===== config.mk =====
export PLATFORM = sky130hd
export DESIGN_NAME = exe_stage
export DESIGN_NICKNAME = d
export VERILOG_FILES = /design/src/rtl/exe_pkg.sv /design/src/rtl/exe_ctrl.sv /design/src/rtl/exe_datapath.sv /design/src/rtl/exe_cond.sv /design/src/rtl/exe_stage.sv
export SDC_FILE = /design/constraint.sdc
export NUM_CORES = 1
export LEC_CHECK = 0
export ABC_AREA = 1
export BUFFER_PORTS_ARGS = -buffer_cell sky130_fd_sc_hd__buf_2
export CAP_MARGIN = 20
export CORE_ASPECT_RATIO = 2
export CORE_MARGIN = 2
export CORE_UTILIZATION = 35
export CTS_CLUSTER_SIZE = 24
export DETAILED_ROUTE_END_ITERATION = 6
export SLEW_MARGIN = 20
export SYNTH_ARGS = -nofsm -noshare
export SYNTH_HDL_FRONTEND = slang
export SYNTH_SLANG_ARGS = --single-unit

===== constraint.sdc =====
create_clock -name clk -period 2.6 [get_ports clk]
set_input_delay 0 -clock clk [delete_from_list [all_inputs] [get_ports clk]]
set_output_delay 0 -clock clk [all_outputs]
set_load 0.05 [all_outputs]

===== src/rtl/exe_pkg.sv =====
package exe_pkg;

  localparam int XLEN_DEF = 64;
  localparam int STEP_DEF = 8;

  // Instruction codes
  localparam logic [3:0] IC_HALT  = 4'h0;
  localparam logic [3:0] IC_NOP   = 4'h1;
  localparam logic [3:0] IC_MOVE  = 4'h2;
  localparam logic [3:0] IC_IMOV  = 4'h3;
  localparam logic [3:0] IC_STORE = 4'h4;
  localparam logic [3:0] IC_LOAD  = 4'h5;
  localparam logic [3:0] IC_ALU   = 4'h6;
  localparam logic [3:0] IC_JUMP  = 4'h7;
  localparam logic [3:0] IC_CALL  = 4'h8;
  localparam logic [3:0] IC_RET   = 4'h9;
  localparam logic [3:0] IC_PUSH  = 4'hA;
  localparam logic [3:0] IC_POP   = 4'hB;

  // Condition function codes
  localparam logic [3:0] CC_ALWAYS = 4'h0;
  localparam logic [3:0] CC_LE     = 4'h1;
  localparam logic [3:0] CC_LT     = 4'h2;
  localparam logic [3:0] CC_EQ     = 4'h3;
  localparam logic [3:0] CC_NE     = 4'h4;
  localparam logic [3:0] CC_GE     = 4'h5;
  localparam logic [3:0] CC_GT     = 4'h6;

  // Flag register layout and reset value
  localparam int ZF_BIT = 2;
  localparam int SF_BIT = 1;
  localparam int OF_BIT = 0;
  localparam logic [2:0] FLAGS_RESET = 3'b100;

  typedef enum logic [2:0] {
    SRC_A_ZERO,
    SRC_A_REG,
    SRC_A_IMM,
    SRC_A_INC,
    SRC_A_DEC
  } srcA_e;

  typedef enum logic {
    SRC_B_ZERO,
    SRC_B_REG
  } srcB_e;

  typedef enum logic [1:0] {
    FN_ADD = 2'd0,
    FN_SUB = 2'd1,
    FN_AND = 2'd2,
    FN_XOR = 2'd3
  } aluFn_e;

  // Strobes from control to datapath
  typedef struct packed {
    srcA_e  selA;
    srcB_e  selB;
    aluFn_e fn;
    logic   setCc;
  } exeCtrl_t;

endpackage


===== src/rtl/exe_ctrl.sv =====
module exe_ctrl
  import exe_pkg::*;
(
  input  logic [3:0] icode,
  input  logic [3:0] ifun,
  output exeCtrl_t   ctrl
);

  always_comb begin
    ctrl.selA  = SRC_A_ZERO;
    ctrl.selB  = SRC_B_ZERO;
    ctrl.fn    = FN_ADD;
    ctrl.setCc = 1'b0;
    case (icode)
      IC_MOVE: begin
        ctrl.selA = SRC_A_REG;
      end
      IC_IMOV: begin
        ctrl.selA = SRC_A_IMM;
      end
      IC_STORE, IC_LOAD: begin
        ctrl.selA = SRC_A_IMM;
        ctrl.selB = SRC_B_REG;
      end
      IC_ALU: begin
        ctrl.selA  = SRC_A_REG;
        ctrl.selB  = SRC_B_REG;
        ctrl.fn    = aluFn_e'(ifun[1:0]);
        ctrl.setCc = 1'b1;
      end
      IC_CALL, IC_PUSH: begin
        ctrl.selA = SRC_A_DEC;
        ctrl.selB = SRC_B_REG;
      end
      IC_RET, IC_POP: begin
        ctrl.selA = SRC_A_INC;
        ctrl.selB = SRC_B_REG;
      end
      default: begin
        ctrl.selA = SRC_A_ZERO;
        ctrl.selB = SRC_B_ZERO;
      end
    endcase
  end

endmodule


===== src/rtl/exe_datapath.sv =====
module exe_datapath
  import exe_pkg::*;
#(
  parameter int XLEN = XLEN_DEF,
  parameter int STEP = STEP_DEF
) (
  input  logic            clk,
  input  logic            rst_n,
  input  logic            stall,
  input  exeCtrl_t        ctrl,
  input  logic [XLEN-1:0] valA,
  input  logic [XLEN-1:0] valB,
  input  logic [XLEN-1:0] valC,
  output logic [XLEN-1:0] valE,
  output logic [2:0]      flags
);

  localparam int MSB = XLEN - 1;
  localparam logic [XLEN-1:0] STEP_POS = XLEN'(STEP);
  localparam logic [XLEN-1:0] STEP_NEG = ~STEP_POS + XLEN'(1);

  logic [XLEN-1:0] opA, opB;
  logic [XLEN-1:0] sumRes, diffRes;
  logic            ovf;
  logic [2:0]      nextFlags;

  always_comb begin
    case (ctrl.selA)
      SRC_A_REG: opA = valA;
      SRC_A_IMM: opA = valC;
      SRC_A_INC: opA = STEP_POS;
      SRC_A_DEC: opA = STEP_NEG;
      default:   opA = '0;
    endcase
  end

  assign opB = (ctrl.selB == SRC_B_REG) ? valB : '0;

  assign sumRes  = opB + opA;
  assign diffRes = opB - opA;

  always_comb begin
    case (ctrl.fn)
      FN_ADD: begin
        valE = sumRes;
        ovf  = (opA[MSB] == opB[MSB]) && (sumRes[MSB] != opA[MSB]);
      end
      FN_SUB: begin
        valE = diffRes;
        ovf  = (opA[MSB] != opB[MSB]) && (diffRes[MSB] != opB[MSB]);
      end
      FN_AND: begin
        valE = opB & opA;
        ovf  = 1'b0;
      end
      default: begin
        valE = opB ^ opA;
        ovf  = 1'b0;
      end
    endcase
  end

  always_comb begin
    nextFlags         = '0;
    nextFlags[ZF_BIT] = (valE == '0);
    nextFlags[SF_BIT] = valE[MSB];
    nextFlags[OF_BIT] = ovf;
  end

  always_ff @(posedge clk or negedge rst_n) begin
    if (!rst_n) begin
      flags <= FLAGS_RESET;
    end else if (ctrl.setCc && !stall) begin
      flags <= nextFlags;
    end
  end

endmodule


===== src/rtl/exe_cond.sv =====
module exe_cond
  import exe_pkg::*;
(
  input  logic [2:0] flags,
  input  logic [3:0] ifun,
  output logic       cnd
);

  logic zf, less;

  assign zf   = flags[ZF_BIT];
  assign less = flags[SF_BIT] ^ flags[OF_BIT];

  always_comb begin
    case (ifun)
      CC_ALWAYS: cnd = 1'b1;
      CC_LE:     cnd = less | zf;
      CC_LT:     cnd = less;
      CC_EQ:     cnd = zf;
      CC_NE:     cnd = ~zf;
      CC_GE:     cnd = ~less;
      CC_GT:     cnd = ~less & ~zf;
      default:   cnd = 1'b0;
    endcase
  end

endmodule


===== src/rtl/exe_stage.sv =====
module exe_stage
  import exe_pkg::*;
#(
  parameter int XLEN = XLEN_DEF,
  parameter int STEP = STEP_DEF
) (
  input  logic            clk,
  input  logic            rst_n,
  input  logic            stall,
  input  logic [3:0]      icode,
  input  logic [3:0]      ifun,
  input  logic [XLEN-1:0] valA,
  input  logic [XLEN-1:0] valB,
  input  logic [XLEN-1:0] valC,
  output logic [XLEN-1:0] valE,
  output logic            cnd,
  output logic [2:0]      ccFlags
);

  exeCtrl_t ctrl;

  exe_ctrl u_ctrl (
    .icode (icode),
    .ifun  (ifun),
    .ctrl  (ctrl)
  );

  exe_datapath #(.XLEN(XLEN), .STEP(STEP)) u_dp (
    .clk   (clk),
    .rst_n (rst_n),
    .stall (stall),
    .ctrl  (ctrl),
    .valA  (valA),
    .valB  (valB),
    .valC  (valC),
    .valE  (valE),
    .flags (ccFlags)
  );

  exe_cond u_cond (
    .flags (ccFlags),
    .ifun  (ifun),
    .cnd   (cnd)
  );

endmodule


==> summary.txt, run 1 <==
Yosys
  • Avg Inst Size Synth: 4.61 um2
  • Asr flop ratio synth: 100%
  • Mapped Cells: 3,207
  • Number of synthesized register bits: 3
  • Syn_nets: 3,543
  • Post-synth top area share: 28.1%
  • Post-synth EDFFs: 0
  • Synth warnings: 0
  • Sequential area share after synthesis: 0.516%
  • Mapped Area: 14,800 um2
  • Most area-consuming cells after synthesis: nand2_1, inv_1, nand3_1
  • Top FF cell, synth: dfrtp_1
  • Netlist cell types: 43
  • Synth area leader: nand2_1

Floorplan
  • Io pins: 271
  • Die width: 149 um
  • Starting Density: 35.4%
  • Die Ht: 295 um
  • Std cell rows: 106

Clock network
  • Clock Tree Root: clkbuf_16
  • Cts bufs inserted: 3
  • Maximum clock path buffer count: 2
  • H-Tree Depth: 1
  • CTS sink cnt: 3

Global routing
  • Grt ovf: 432
  • First-pass GRT wire length: 195,000 um
  • Vias in the first global route: 28,500
  • GR Util All Layers: 61.0%
  • Largest net degree at the start of global routing: 37

Outcome
  • Status: aborted with a tool error
  • Exit stage: 5_1_grt
  • Run Error: [ERROR GRT-0116] Global routing finished with congestion. Check the congestion regions in the DRC Viewer.

Place
  • Final HPWL DP: 100,000 um
  • Inst Count DP: 4,790
  • Area after DPL: 24,100 um2
  • GP Congestion: 1.12
  • Number of port buffers: 270
-- layer usage --
| metal | GRT overflow | global-route usage [%] |
|---|---|---|
| met1 | 0 | 52.7 |
| met4 | 113 | 75.9 |
| met5 | 0 | 0.349 |
| met3 | 0 | 27.7 |
| met2 | 319 | 93.8 |
-- cells by family after synthesis --
group / share of synthesized area [%]
fa+ha+maj: 11.4
flops: 0.516
buf+inv: 21.5
xor+xnor: 0.178
simple gates: 52.9
compound gates: 13.6
-- synth_stat cells (all sizes together) (3+ instances only) --
cell,number
a21boi,3
a21oi,132
a221oi,60
buf,64
clkbuf,43
ha,131
inv,718
nand2,1107
nand3,328
nand3b,3
nand4,59
nor2,377
nor3,22
nor4,9
o2111ai,4
o211ai,3
o21ai,100
o21bai,23
xnor2,3
-- what timing repair did --
item | 4_1_cts
hold buffers | 1
pin swaps | 43
endpoints found under the setup margin | 64
gates resized for setup | 399
hold endpoints to repair | 3
gates cloned | 2
buffers inserted | 15
-- stage by stage --
step	hold slack (ns)	setup TNS, ns	setup WS, ns
CTS	0.0591	-36.37	-0.884
global placement	-0.132	-52.46	-1.48
floorplan	-0.296	-0.618	-0.618
detailed placement	-0.131	-53.90	-1.49
==> run 2, diff against run 1 <==
CORE_ASPECT_RATIO = default   (was 2)
CORE_UTILIZATION = 20   (was 35)
CTS_CLUSTER_SIZE = default   (was 24)
PLACE_DENSITY_LB_ADDON = 0.15   (was default)
clock period = 3.4 ns   (was 2.6 ns; I/O delays follow)
==> run 2 against run 1 <==
  * The flow now finishes, with violations (DRC, setup timing)
  * Synthesized cell count unchanged
  * Area after synthesis unchanged
==> summary.txt, run 2 <==
Setup path
  • R2R cell count: 2
  • CP Buf/Inv Count: 8
  • Max FO, Critical Path: 7
  • Delay-heaviest family, CP: simple AND/OR/NAND/NOR gates
  • CP Data Required Time: 3.57 ns
  • Worst Path Arrival: 3.76 ns
  • Max stage delay on crit path: 0.31 ns
  • Worst reg2reg setup slack: 2.53 ns
  • Cell mode on critical path: nand2_2
  • CP Capture Type: flop
  • Worst flop-to-flop path startpoint: u_dp.flags[2]
  • Capture point of the worst reg-to-reg path: u_dp.flags[2]
  • Critical path launch point type: primary input
  • Highest-delay cell along the critical path: ha_1
  • CP Class: primary input to flop

Layout
  • Final #Nets: 4,617
  • Fill cells: 8,311
  • Finished Layout Cells: 5,240
  • Max reg flops: 3
  • Area of the multi-input gates: 14,900 um2
  • Biggest regs: u_dp.flags (3)
  • Share of layout cells above drive strength 1: 43.3%
  • End-of-flow core utilization: 38.3%
  • Top reg by flops: u_dp.flags
  • Highest-count cells in the layout ignoring fill and taps: nand2_1, buf_4, inv_1, nand3_1, buf_2
  • Reg area: 76.3 um2
  • Design area: 28,000 um2
  • Area grow syn2layout: 89.1%
  • Most common cell after layout, fill and taps aside: nand2_1

Yosys
  • Most frequent cell after synthesis: nand2_1
  • Syn_nets: 3,543 (unchanged)
  • Number of synthesized register bits: 3 (unchanged)
  • Synth area leader: nand2_1
  • Mapped Area: 14,800 um2 (unchanged)
  • Avg Inst Size Synth: 4.61 um2 (unchanged)
  • Asr flop ratio synth: 100% (unchanged)
  • Top FF cell, synth: dfrtp_1
  • Synth warnings: 0 (unchanged)
  • Netlist cell types: 43 (unchanged)
  • Commonest cells post-synth: nand2_1, inv_1, nor2_1, nand3_1, a21oi_1
  • Sequential area share after synthesis: 0.516% (unchanged)
  • Post-synth EDFFs: 0 (unchanged)
  • Post-synth top area share: 28.1% (unchanged)
  • Most area-consuming cells after synthesis: nand2_1, inv_1, nand3_1
  • Mapped Cells: 3,207 (unchanged)

Timing
  • Final setup viols: 10
  • Max Clock Skew: 0 ns
  • Worst Hold Slack: 0.0458 ns
  • Number of hold violations in the final report: 0
  • RSZ-0062 raised after global routing: true
  • Total negative slack: -0.636 ns
  • Worst-Margin Slew: 0.795 ns
  • Max Clk Rate: 279 MHz
  • Crit share post-route: 105%
  • Fin. max-slew vios: 0
  • Min Tclk post-route: 3.59 ns
  • Final worst setup slack: -0.186 ns
  • Worst slew margin: 46.8%

Routing
  • Post-DRT Antenna Nets: 0
  • Drt wl/cell: 20.0 um
  • Post-Route WL: 105,000 um
  • Uppermost layer routed: met4
  • Via/cell ratio: 4.64
  • Met1 WL: 49,600 um
  • 1st-pass router iterations: 7
  • Met2 WL: 45,900 um
  • DRC violation count after routing: 6
  • 1st-iter DRT viols: 1,807
  • Via count: 24,300
  • Met3 wire length: 6620 um

Place
  • Inst Count DP: 5,145 (+7.4%)
  • Number of port buffers: 270 (unchanged)
  • GP Congestion: 1.01 (-9.9%)
  • Area after DPL: 23,200 um2 (-3.5%)
  • Final HPWL DP: 85,300 um (-15%)

Run
  • Maxcap violations: 0

Floorplan
  • Die Ht: 276 um (-6.4%)
  • Die width: 276 um (+85%)
  • Io pins: 271 (unchanged)
  • Std cell rows: 99 (-6.6%)
  • Die ar.: 76,100 um2
  • Starting Density: 20.2% (-15 points)
  • Core ar.: 73,100 um2

Global routing
  • First-pass GRT wire length: 143,000 um
  • Largest net degree at the start of global routing: 52
  • Grt ovf: 0
  • Initial antenna violation count: 0
  • Vias in the first global route: 22,300
  • GR Util All Layers: 25.5%

Clock network
  • CTS sink cnt: 3 (unchanged)
  • H-Tree Depth: 1 (unchanged)
  • Cts bufs inserted: 3 (unchanged)
  • Clock Latency Late Sink: 0.23 ns
  • Maximum clock path buffer count: 2 (unchanged)
  • TritonCTS clock tree: done
  • Clock transition at path regs: 0.03 ns
  • Clock Tree Root: clkbuf_16

Power and ir drop
  • Leak pwr: 0.0155 uW
  • Combinational Power Share: 96.7%
  • Share of power burned in registers: 0.6%
  • Fraction of power spent switching nets: 57.3%
  • PwrDens: 259 nW/um2
  • Pint: 3090 uW
  • IR drop worst, VDD: 207 uV
  • Sw Pwr: 4150 uW
  • Clk pwr share: 2.7%

Outcome
  • Failing checks: DRC, setup timing
  • Status: finished, violations left

Hold path
  • Hold path startpoint: stall
  • Hold worst-path end: u_dp.flags[0]
  • Hold WC Path Type: primary input to flop
  • Hold path cells: 4
[run 2: cell counts after synthesis]
Identical to the previous run, type by type.
[run 2: worst max-delay path by stage]
stage | startpoint | end | slack (ns) | cells after the start
final | icode[3] | u_dp.flags[2] | -0.19 | 29
after detailed placement | icode[0] | u_dp.flags[2] | -1.09 | 28
after CTS | icode[0] | u_dp.flags[2] | -0.31 | 29
after global placement | icode[0] | u_dp.flags[2] | -1.14 | 28
after floorplan | icode[0] | u_dp.flags[2] | 0.005 | 27
after global routing | icode[1] | u_dp.flags[2] | -0.32 | 28
[run 2: cells by family after synthesis]
family / Yosys count / share of synthesized area [%]
buf+inv: 825 / 21.5
xor+xnor: 3 / 0.178
flops: 3 / 0.516
simple gates: 1908 / 52.9
compound gates: 335 / 13.6
fa+ha+maj: 133 / 11.4
[run 2: layer usage]
layer	GRT usage (%)	up-vias
met5	0	-
met4	4.99	0
met3	1.40	90
met2	40.3	829
met1	38.0	11300
li1	-	12100
[run 2: area by class of cell]
class / instances / area share [%]
multi-input combinational: 2379 / 53.3
timing repair buffer: 1176 / 32.2
inverter: 718 / 9.67
tap: 959 / 4.29
clock buffer: 4 / 0.282
sequential: 3 / 0.273
antenna: 1 / 0.00895
[run 2: per-stage QoR]
stage          setup slack, ns  total power, uW
2_1_floorplan          0.00493             2780
3_3_place_gp             -1.14             5770
3_5_place_dp             -1.09             5750
4_1_cts                 -0.305             6470
5_1_grt                 -0.316             7700
6_report                -0.186             7250
[run 2: power groups by stage]
| stage | Clock (uW) | Combinational [uW] | Sequential, uW |
|---|---|---|---|
| after detailed placement | 0 | 5700 | 47.4 |
| after global routing | 197 | 7450 | 47.8 |
| final | 194 | 7000 | 46.8 |
| after floorplan | 0 | 2720 | 64.5 |
| after global placement | 0 | 5720 | 47.4 |
| after CTS | 197 | 6220 | 47.1 |
[run 2: worst reg2reg max path: stages, from the launching register on]
cell	delay, ns
dfstp_2	0.59
nand2_1	0.14
nand2_2	0.08
[run 2: repair_timing]
item | in CTS | in global routing
resized for setup | 377 | 587
hold endpoints to repair | 3 | 0
endpoints found under the setup margin | 50 | 51
pin swaps | 26 | 160
buffers inserted | 33 | 44
hold buffers | 1 | 0
gates cloned | 5 | 9
No activity file was read; power rests on OpenSTA's default activity.
